--- src/rtl/wakertr_pkg.sv ---
package wakertr_pkg;
    localparam int unsigned ADDR_W     = 12;
    localparam int unsigned DATA_W     = 32;
    localparam int unsigned MODE_W     = 3;

    localparam logic [ADDR_W-1:0] OFS_STATUS = 12'h310;
    localparam logic [ADDR_W-1:0] OFS_ENABLE = 12'h314;
    localparam logic [ADDR_W-1:0] OFS_CLEAR  = 12'h318;
    localparam logic [ADDR_W-1:0] OFS_ROUTE  = 12'h31C;
    localparam int unsigned       CFG_BASE   = 'h330;
    localparam int unsigned       CFG_STRIDE = 8;

    // routing field origins
    localparam int unsigned RT_PASS  = 0;
    localparam int unsigned RT_WIRQ  = 8;
    localparam int unsigned RT_PWAKE = 16;
    localparam int unsigned RT_SWAKE = 24;

    // trigger mode codes
    localparam logic [MODE_W-1:0] TRIG_LOW  = 3'd0;
    localparam logic [MODE_W-1:0] TRIG_HIGH = 3'd1;
    localparam logic [MODE_W-1:0] TRIG_FALL = 3'd2;
    localparam logic [MODE_W-1:0] TRIG_RISE = 3'd3;
    localparam logic [MODE_W-1:0] TRIG_OFF  = 3'd4;
    localparam logic [MODE_W-1:0] TRIG_ANY  = 3'd6;

    function automatic logic [ADDR_W-1:0] cfg_addr(input int unsigned n);
        return ADDR_W'(CFG_BASE + CFG_STRIDE * n);
    endfunction
endpackage

--- src/rtl/wakertr_pin.sv ---
module wakertr_pin
    import wakertr_pkg::*;
(
    input  logic              clk,
    input  logic              rst_n,
    input  logic              pin_raw,
    input  logic [MODE_W-1:0] mode,
    input  logic              hold,
    output logic              level,
    output logic              hit
);
    typedef struct packed {
        logic meta;
        logic sync;
        logic prev;
    } pin_st_t;

    pin_st_t st_d, st_q;

    always_comb begin
        st_d      = st_q;
        st_d.meta = pin_raw;
        st_d.sync = st_q.meta;
        st_d.prev = st_q.sync;
        hit       = 1'b0;
        if (!hold) begin
            case (mode)
                TRIG_LOW:  hit = !st_q.sync;
                TRIG_HIGH: hit = st_q.sync;
                TRIG_FALL: hit = st_q.prev && !st_q.sync;
                TRIG_RISE: hit = !st_q.prev && st_q.sync;
                TRIG_ANY:  hit = st_q.prev ^ st_q.sync;
                default:   hit = 1'b0;
            endcase
        end
    end

    always_ff @(posedge clk or negedge rst_n) begin
        if (!rst_n) st_q <= '0;
        else        st_q <= st_d;
    end

    assign level = st_q.sync;
endmodule

--- src/rtl/wakertr_regs.sv ---
module wakertr_regs
    import wakertr_pkg::*;
#(
    parameter int unsigned NUM_WAKE  = 4,
    parameter int unsigned NUM_PERIP = 3
) (
    input  logic                             clk,
    input  logic                             rst_n,
    input  logic                             reg_sel,
    input  logic                             reg_we,
    input  logic [ADDR_W-1:0]                reg_addr,
    input  logic [DATA_W-1:0]                reg_wdata,
    output logic [DATA_W-1:0]                reg_rdata,
    input  logic [NUM_WAKE-1:0]              pin_level,
    input  logic [NUM_WAKE-1:0]              pin_hit,
    output logic [NUM_WAKE-1:0]              status,
    output logic [NUM_WAKE-1:0]              enable,
    output logic [NUM_WAKE-1:0]              hold,
    output logic [NUM_WAKE-1:0][MODE_W-1:0]  mode,
    output logic [NUM_PERIP-1:0]             rt_pass,
    output logic [NUM_WAKE-1:0]              rt_wirq,
    output logic [NUM_PERIP-1:0]             rt_pwake,
    output logic [NUM_WAKE-1:0]              rt_swake
);
    localparam logic [DATA_W-1:0] P_ONES = DATA_W'((64'd1 << NUM_PERIP) - 64'd1);
    localparam logic [DATA_W-1:0] W_ONES = DATA_W'((64'd1 << NUM_WAKE) - 64'd1);
    localparam logic [DATA_W-1:0] ROUTE_MASK = (P_ONES << RT_PASS) | (W_ONES << RT_WIRQ)
                                             | (P_ONES << RT_PWAKE) | (W_ONES << RT_SWAKE);

    typedef struct packed {
        logic [NUM_WAKE-1:0]             status;
        logic [NUM_WAKE-1:0]             enable;
        logic [NUM_WAKE-1:0]             hold;
        logic [NUM_WAKE-1:0][MODE_W-1:0] mode;
        logic [DATA_W-1:0]               route;
    } regs_t;

    function automatic regs_t rst_val();
        regs_t v = '0;
        for (int n = 0; n < NUM_WAKE; n++) v.mode[n] = TRIG_OFF;
        return v;
    endfunction

    regs_t r_d, r_q;
    logic wr, rd;
    logic [NUM_WAKE-1:0] clr;

    always_comb begin
        wr  = reg_sel && reg_we;
        rd  = reg_sel && !reg_we;
        clr = '0;
        if (wr && reg_addr == OFS_CLEAR) clr = reg_wdata[NUM_WAKE-1:0];

        r_d        = r_q;
        // a new event wins over a clear in the same cycle
        r_d.status = (r_q.status & ~clr) | pin_hit;
        if (wr && reg_addr == OFS_ENABLE) r_d.enable = reg_wdata[NUM_WAKE-1:0];
        if (wr && reg_addr == OFS_ROUTE)  r_d.route  = reg_wdata & ROUTE_MASK;

        reg_rdata = '0;
        if (rd && reg_addr == OFS_STATUS) reg_rdata[NUM_WAKE-1:0] = r_q.status;
        if (rd && reg_addr == OFS_ENABLE) reg_rdata[NUM_WAKE-1:0] = r_q.enable;
        if (rd && reg_addr == OFS_ROUTE)  reg_rdata = r_q.route;

        for (int n = 0; n < NUM_WAKE; n++) begin
            if (reg_addr == cfg_addr(n)) begin
                if (wr) begin
                    r_d.mode[n] = reg_wdata[3:1];
                    r_d.hold[n] = reg_wdata[4];
                end
                if (rd) reg_rdata[4:0] = {r_q.hold[n], r_q.mode[n], pin_level[n]};
            end
        end
    end

    always_ff @(posedge clk or negedge rst_n) begin
        if (!rst_n) r_q <= rst_val();
        else        r_q <= r_d;
    end

    assign status   = r_q.status;
    assign enable   = r_q.enable;
    assign hold     = r_q.hold;
    assign mode     = r_q.mode;
    assign rt_pass  = r_q.route[RT_PASS  +: NUM_PERIP];
    assign rt_wirq  = r_q.route[RT_WIRQ  +: NUM_WAKE];
    assign rt_pwake = r_q.route[RT_PWAKE +: NUM_PERIP];
    assign rt_swake = r_q.route[RT_SWAKE +: NUM_WAKE];
endmodule

--- src/rtl/wake_irq_router.sv ---
module wake_irq_router
    import wakertr_pkg::*;
#(
    parameter int unsigned NUM_WAKE  = 4,
    parameter int unsigned NUM_PERIP = 3
) (
    input  logic                 clk,
    input  logic                 rst_n,
    input  logic                 reg_sel,
    input  logic                 reg_we,
    input  logic [ADDR_W-1:0]    reg_addr,
    input  logic [DATA_W-1:0]    reg_wdata,
    output logic [DATA_W-1:0]    reg_rdata,
    input  logic [NUM_WAKE-1:0]  wake_pin,
    input  logic [NUM_PERIP-1:0] perip_in,
    output logic [NUM_PERIP-1:0] perip_out,
    output logic                 wake_irq,
    output logic                 wake_req
);
    logic [NUM_WAKE-1:0]             level_w, hit_w, status_w, enable_w, hold_w;
    logic [NUM_WAKE-1:0][MODE_W-1:0] mode_w;
    logic [NUM_PERIP-1:0]            rt_pass_w, rt_pwake_w;
    logic [NUM_WAKE-1:0]             rt_wirq_w, rt_swake_w;

    for (genvar g = 0; g < NUM_WAKE; g++) begin : g_pin
        wakertr_pin u_pin (
            .clk     (clk),
            .rst_n   (rst_n),
            .pin_raw (wake_pin[g]),
            .mode    (mode_w[g]),
            .hold    (hold_w[g]),
            .level   (level_w[g]),
            .hit     (hit_w[g])
        );
    end

    wakertr_regs #(.NUM_WAKE(NUM_WAKE), .NUM_PERIP(NUM_PERIP)) u_regs (
        .clk       (clk),
        .rst_n     (rst_n),
        .reg_sel   (reg_sel),
        .reg_we    (reg_we),
        .reg_addr  (reg_addr),
        .reg_wdata (reg_wdata),
        .reg_rdata (reg_rdata),
        .pin_level (level_w),
        .pin_hit   (hit_w),
        .status    (status_w),
        .enable    (enable_w),
        .hold      (hold_w),
        .mode      (mode_w),
        .rt_pass   (rt_pass_w),
        .rt_wirq   (rt_wirq_w),
        .rt_pwake  (rt_pwake_w),
        .rt_swake  (rt_swake_w)
    );

    assign perip_out = perip_in & rt_pass_w;
    assign wake_irq  = |(status_w & enable_w & rt_wirq_w);
    assign wake_req  = (|(status_w & rt_swake_w)) | (|(perip_in & rt_pwake_w));
endmodule

--- config.mk ---
export PLATFORM = sky130hd
export DESIGN_NAME = wake_irq_router
export DESIGN_NICKNAME = d
export VERILOG_FILES = /design/src/rtl/wakertr_pkg.sv /design/src/rtl/wakertr_pin.sv /design/src/rtl/wakertr_regs.sv /design/src/rtl/wake_irq_router.sv
export SDC_FILE = /design/constraint.sdc
export NUM_CORES = 1
export LEC_CHECK = 0
export ABC_AREA = 1
export ABC_CLOCK_PERIOD_IN_PS = 1200
export BUFFER_PORTS_ARGS = -buffer_cell sky130_fd_sc_hd__buf_2
export CAP_MARGIN = 20
export CORE_MARGIN = 10
export CORE_UTILIZATION = 35
export CTS_CLUSTER_SIZE = 14
export DETAILED_ROUTE_END_ITERATION = 16
export GPL_ROUTABILITY_DRIVEN = 0
export PLACE_DENSITY = 0.62
export SLEW_MARGIN = 40
export SYNTH_ARGS = -nofsm -noshare
export SYNTH_HDL_FRONTEND = slang
export SYNTH_SLANG_ARGS = --single-unit
--- constraint.sdc ---
create_clock -name clk -period 1.2 [get_ports clk]
set_input_delay 0.12 -clock clk [delete_from_list [all_inputs] [get_ports clk]]
set_output_delay 0.12 -clock clk [all_outputs]
set_load 0.05 [all_outputs]
* Yosys cells after proc, flatten, opt, wreduce, memory -nomap -nowiden
Cells that the tools add are included.
** Word-level totals
- Register bits :: 50
- Output and inout bits :: 37
- Logic and storage cells :: 116
- Bits of input ports :: 55
** Operators by class
- Bitwise operators :: 13
- Reduce and logical (&&, ||, !) cells :: 36
- Mux-type cells :: 20
- Equality and inequality tests :: 24
** Operators with widths (number)
- $eq 12x10->1 const B :: 8
- $mux 5 :: 8
- $mux 28 :: 1
- $eq 3x2->1 const B :: 8
- $pmux 1 s5 :: 4
- $and 4x4->4 :: 4
- $logic_and 1x1->1 :: 16
- $eq 3x1->1 const B :: 4
- $eq 3x3->1 const B :: 4
- $logic_not 3->1 :: 4
- $mux 4 :: 3
- $logic_not 1->1 :: 9
- $reduce_and 2->1 :: 4
- $reduce_or 4->1 :: 2
- $and 3x3->3 :: 2
- $mux 1 :: 4
- $not 4->4 :: 1
- $or 4x4->4 :: 1
- $xor 1x1->1 :: 4
- $reduce_or 3->1 :: 1
- $or 1x1->1 :: 1

* Logic depth before layout (Yosys ltp)
- Word-level depth :: 14
- Mapped depth :: 14

* By module
A second synthesis with hierarchy kept.
** Unflattened totals
- Cells, all modules :: 404
- Area, all modules :: 3136.8 um2
** Modules (own cells, without submodules)
- wakertr_regs :: cells an instance 291, instances 1, area each 2317.2 um2, sequential area each 955.9 um2
- wakertr_pin :: cells an instance 21, instances 4, area each 176.4 um2, sequential area each 75.1 um2
- wake_irq_router :: cells an instance 29, instances 1, area each 113.9 um2, sequential area each 0.0 um2

* Worst setup path after synthesis
No wires, ideal clock.
- Kind :: input-to-output
- Start :: in reg_addr[11]
- End :: out reg_rdata[4]
- Cell stages on the path :: 5
- Setup slack :: -0.582 ns
- Buffers on the path :: 0
- Arrival time :: 1.662 ns
- Cell sequence :: nor2_1 > nand2_2 > nor4_4 > nand3_1 > o2111ai_1
** Between the ends
- Word-level cells in the longest chain between the ends :: 8
- Elaborated cells between the ends (all ways) :: 11
- Classes of those cells :: eq/ne: 4; mux: 7
** RTL lines
- start, declared :: line wake_irq_router.sv:11 : input logic [ADDR_W-1:0] reg_addr,
- $eq 12x10->1 :: line wakertr_regs.sv:66 : if (reg_addr == cfg_addr(n)) begin
- $mux 5 :: line wakertr_regs.sv:66
- $mux 5 :: line wakertr_regs.sv:71 : if (rd) reg_rdata[4:0] = {r_q.hold[n], r_q.mode[n], pin_level[n]};
- $mux 5 :: line wakertr_regs.sv:66
- $mux 5 :: line wakertr_regs.sv:71
- $mux 5 :: line wakertr_regs.sv:66
- $mux 5 :: line wakertr_regs.sv:71
- $mux 5 * :: line wakertr_regs.sv:66
- end, declared :: line wake_irq_router.sv:13 : output logic [DATA_W-1:0] reg_rdata,
Mark *: on every way between the ends. The rest lies on a longest branch, timed or not.

* Final worst setup path
- Start :: reg u_regs.r_q, in the netlist u_regs.status[0]
- End :: out reg_rdata[0]
** Between the ends
- Word-level cells in the longest chain between the ends :: 11
** RTL lines
- start, declared :: line wakertr_regs.sv:44 : regs_t r_d, r_q;
- start signal, assigned :: line wakertr_regs.sv:77 : if (!rst_n) r_q <= rst_val();
- start signal, assigned :: line wakertr_regs.sv:78 : else r_q <= r_d;
- $mux 4 * :: line wakertr_regs.sv:61 : if (rd && reg_addr == OFS_STATUS) reg_rdata[NUM_WAKE-1:0] = r_q.status;
- $mux 4 * :: line wakertr_regs.sv:62 : if (rd && reg_addr == OFS_ENABLE) reg_rdata[NUM_WAKE-1:0] = r_q.enable;
- $mux 28 * :: line wakertr_regs.sv:63 : if (rd && reg_addr == OFS_ROUTE) reg_rdata = r_q.route;
- $mux 5 :: line wakertr_regs.sv:71
- $mux 5 * :: line wakertr_regs.sv:66
- $mux 5 :: line wakertr_regs.sv:71
- $mux 5 * :: line wakertr_regs.sv:66
- $mux 5 :: line wakertr_regs.sv:71
- $mux 5 * :: line wakertr_regs.sv:66
- $mux 5 :: line wakertr_regs.sv:71
- $mux 5 * :: line wakertr_regs.sv:66
Marked as above.

==> results.py <==
metrics = {
    "run_status": {
        "result_of_the_run": "finished, violations left",
        "failed_checks": "negative setup slack",
    },
    "sta": {
        "max_clock_freq_mhz": 598.9,
        "rsz0062_at_grt": "true",
        "report.final.setup_viol": 26,
        "maxSlewViolCount": 0,
        "hold_viol": 0,
        "totalNegativeSetupSlack_ps": -5188,
        "finalWorstPathRequiredPeriod_ps": 1670,
        "worst_slack_ps": -469.8,
        "final.setup_skew_ps": 5.788,
        "final_min_period_over_clock_period": 1.391,
    },
    "cells_and_area": {
        "filler_cell_count": 706,
        "syn2layout_area_growth_pct": 57.99,
        "antenna_cells_inserted": 0,
        "fraction_of_layout_instances_using_a_drive_strength_above_1": 0.4698,
        "finish.instance_area_sq_um": 4738,
        "nNetsFinal": 558,
    },
    "global_route": {
        "via_count_of_the_first_global_routing_pass": 3017,
        "grt_util_met3": 0.04420,
        "globalRouteMet2Util": 0.2462,
        "grt_remaining_overflow": 0,
        "grt_start_max_net_pins": 51,
        "grtUsageTotal": 0.1398,
        "initial_antenna_violation_count": 0,
        "highest_utilization_routing_layer_at_the_global_route_stage": "met2",
        "globalRouteMet1Util": 0.1602,
        "grt_pass1_wl_um": 14850,
    },
    "place": {
        "placement.cell_area_sq_um": 3924,
        "dpl.hpwl_um": 6340,
        "place.port_buffers": 59,
    },
    "flow_run": {
        "max_cap_violations": 0,
    },
    "cts": {
        "cts_max_level": 2,
        "worst_skew_pair.late_latency_ps": 310,
        "tritoncts": "yes",
        "clock_tree_buffer_depth": 2,
        "cts_num_sinks": 50,
        "cts_root_buffer": "sky130_fd_sc_hd__clkbuf_8",
        "clkTransAtPathRegs_ps": 90,
        "tritoncts.num_buffers": 5,
    },
    "pwr": {
        "swShare": 0.2665,
        "power.static_leakage_nw": 2.179,
        "power.density_cell_area_nw_per_um2": 722.1,
        "ir_drop_mv": 0.5232,
        "pwr-share-clk": 0.348,
        "internal_power_mw": 2.510,
        "combinational_group_share_of_total_power": 0.148,
        "total_switching_power_mw": 0.9118,
        "power.share.sequential": 0.504,
    },
    "synthesis": {
        "yosys_warnings": 0,
        "ys_types": 34,
        "syn-instance-count": 369,
        "synth-seq-area-share": 0.4189,
        "synth.ff_latch_count": 50,
        "syn_avg_cell_area_sq_um": 8.128,
        "netlist_area_pre_place_sq_um": 2999,
    },
    "worst_setup_path": {
        "cp.buffers_inverters": 1,
        "critPathMaxStageDelay_ps": 430,
        "cp_top_family": "simple AND/OR/NAND/NOR gates",
        "r2r_setup_slack_ps": -120,
        "startpoint_type": "flop",
        "worst_r2r_endpoint": "u_regs.status[0]",
        "worst_path_max_fanout": 2,
        "worstSetupEndpointType": "output port",
        "critical_path.slowest_cell": "sky130_fd_sc_hd__dfrtp_1",
        "worstReg2RegStart": "g_pin[0].u_pin.level",
        "setup.worst_path.class": "reg2out",
        "critical_path_cell_by_cell": "nand4_1 > nand2_1 > nand2_2 > nand2_1 > nand2_1 > nand2_2 > nand2_2 > nand2_4 > buf_8",
        "endpoint_required_time_on_the_critical_path_ps": 1080,
        "rr_worst_depth": 7,
        "worst_ep_arrival_time_ps": 1550,
        "worst_setup_path_startpoint": "u_regs.status[0]",
    },
    "hold_path": {
        "worst_hold_path.num_cells": 2,
        "hold_start": "reg_wdata[16]",
        "min-delay-path-class": "in2reg",
        "worst_hold_path.endpoint": "u_regs.rt_pwake[0]",
    },
    "floorplan": {
        "floorplan.initialDensity": 0.3632,
        "floorplan.io_pins": 92,
        "dieArea_sq_um": 12670,
        "die_h_um": 112.6,
        "fp.dieW_um": 112.6,
        "core_sq_um": 8258,
        "std_cell_rows": 33,
    },
    "detailed_routing": {
        "wirelength_um": 9584,
        "detailedRoute.firstPassIterationCount": 4,
        "antenna_violating_nets_post_route": 0,
        "drc": 0,
        "initialDrtViolationCount": 150,
        "wl_per_cell_um": 15.95,
        "viasPerCell": 4.852,
        "vias": 2916,
    },
}
[cell usage in the layout, fill, tap and decap left out, types with 13 or more instances in the layout]
cell type	netlist	final
sky130_fd_sc_hd__nand2_1	77	58
sky130_fd_sc_hd__dfrtp_1	46	45
sky130_fd_sc_hd__o21ai_0	50	35
sky130_fd_sc_hd__inv_1	67	55
sky130_fd_sc_hd__conb_1	1	16
sky130_fd_sc_hd__o21ai_1	4	13
sky130_fd_sc_hd__nor2_4	3	19
sky130_fd_sc_hd__buf_6	2	35
sky130_fd_sc_hd__nand2_2	2	16
sky130_fd_sc_hd__inv_2	6	16
sky130_fd_sc_hd__buf_2	1	28
sky130_fd_sc_hd__buf_4	16	35
[cell type report]
cell class	count	area [sq um]	share of cell area
timing repair buffer	122	1172	0.2474
clock inverter	1	30.03	0.006337
inverter	73	297.8	0.06285
multi-input combinational	243	1773	0.3742
sequential	50	1257	0.2654
clock buffer	7	76.32	0.01611
tap	105	131.4	0.02773
[routing by layer]
layer / part of all wire / vias up
met5: 0 / -
met4: 0.020 / 0
met3: 0.067 / 22
met2: 0.51 / 91
met1: 0.40 / 1404
li1: - / 1399
[stage by stage]
stage / std cells / setup slack (ps) / hold slack, ps / power (mW) / util
6_report: 601 / -469.8 / 32.09 / 3.421 / 0.5738
5_1_grt: 601 / -535.3 / 20.65 / 3.570 / 0.5738
4_1_cts: 599 / -392.0 / 32.65 / 3.417 / 0.5529
3_5_place_dp: 573 / -547.7 / 132.9 / 2.168 / 0.4752
3_3_place_gp: 573 / -523.1 / 131.7 / 2.159 / 0.4752
2_1_floorplan: 384 / -284.5 / -175.6 / 2.020 / -
[logic make-up after synthesis]
| group | share of synthesized area |
|---|---|
| compound gates | 0.1139 |
| xor+xnor | 0.002921 |
| fa+ha+maj | 0.03338 |
| buf+inv | 0.1418 |
| flops | 0.4189 |
| mux | 0.04631 |
| other cells | 0.001250 |
| simple gates | 0.2416 |
[power by group through the flow]
stage          clock network, mW  registers, mW  logic (mW)
2_1_floorplan                  0           1.75       0.268
3_3_place_gp                   0           1.76       0.404
3_5_place_dp                   0           1.76       0.411
4_1_cts                     1.21           1.72       0.486
5_1_grt                     1.29           1.73       0.548
6_report                    1.19           1.72       0.507
[cell usage after synthesis]
library cell                instances  area, sq um
sky130_fd_sc_hd__nand3_2            4        40.04
sky130_fd_sc_hd__nor2_4             3        33.78
sky130_fd_sc_hd__conb_1             1        3.750
sky130_fd_sc_hd__o21ai_1            4        20.02
sky130_fd_sc_hd__ha_1               8        100.1
sky130_fd_sc_hd__clkbuf_1           1        3.750
sky130_fd_sc_hd__mux2_2             7        78.83
sky130_fd_sc_hd__o21ai_0           50        250.2
sky130_fd_sc_hd__nand4_1           10        62.56
sky130_fd_sc_hd__mux2_4             4        60.06
sky130_fd_sc_hd__a21oi_2            1        8.760
sky130_fd_sc_hd__dfstp_2            4        105.1
sky130_fd_sc_hd__nand2_2            2        12.51
sky130_fd_sc_hd__inv_1             67        251.5
sky130_fd_sc_hd__o41ai_1            1        8.760
sky130_fd_sc_hd__nand3_4            3        52.55
sky130_fd_sc_hd__nor4_4             1        21.27
sky130_fd_sc_hd__nor2_1            19        71.32
sky130_fd_sc_hd__nand2_4            1        11.26
sky130_fd_sc_hd__buf_6              2        22.52
sky130_fd_sc_hd__nand2_1           77        289.0
sky130_fd_sc_hd__a21oi_1            3        15.01
sky130_fd_sc_hd__buf_2              1        5.000
sky130_fd_sc_hd__a221oi_1           1        8.760
sky130_fd_sc_hd__nor2_2             2        12.51
sky130_fd_sc_hd__o2111ai_1          1        8.760
sky130_fd_sc_hd__nand3_1           17        85.08
sky130_fd_sc_hd__o22ai_1            2        12.51
sky130_fd_sc_hd__buf_4             16        120.1
sky130_fd_sc_hd__inv_2              6        22.52
sky130_fd_sc_hd__xor2_1             1        8.760
sky130_fd_sc_hd__nor3_4             2        32.53
sky130_fd_sc_hd__dfrtp_1           46         1151
sky130_fd_sc_hd__o22a_1             1        8.760
[state kept, by name, summed over array words and instances, names as in the netlist, 4 cells and up]
| register | cells |
|---|---|
| u_regs.mode | 12 |
| g_pin.u_pin.level | 4 |
| g_pin.u_pin.st_d | 4 |
| g_pin.u_pin.st_q | 4 |
| u_regs.enable | 4 |
| u_regs.hold | 4 |
| u_regs.rt_swake | 4 |
| u_regs.rt_wirq | 4 |
| u_regs.status | 4 |
[what timing repair did]
item,CTS,global route
gates cloned,2,1
pin swaps,20,15
setup endpoints to repair,39,37
buffers inserted,12,9
hold buffers,5,0
gates resized for setup,117,50
hold endpoints to repair,50,0
[how the worst max path moves through the flow]
stage,slack [ps],endpoint,cells after the start
after floorplan,-280,reg_rdata[3],11
after global placement,-520,reg_rdata[3],14
after detailed placement,-550,reg_rdata[3],14
after CTS,-390,reg_rdata[0],11
after global routing,-540,reg_rdata[0],9
final,-470,reg_rdata[0],9
Note: power is estimated with default switching activity, not from simulation.
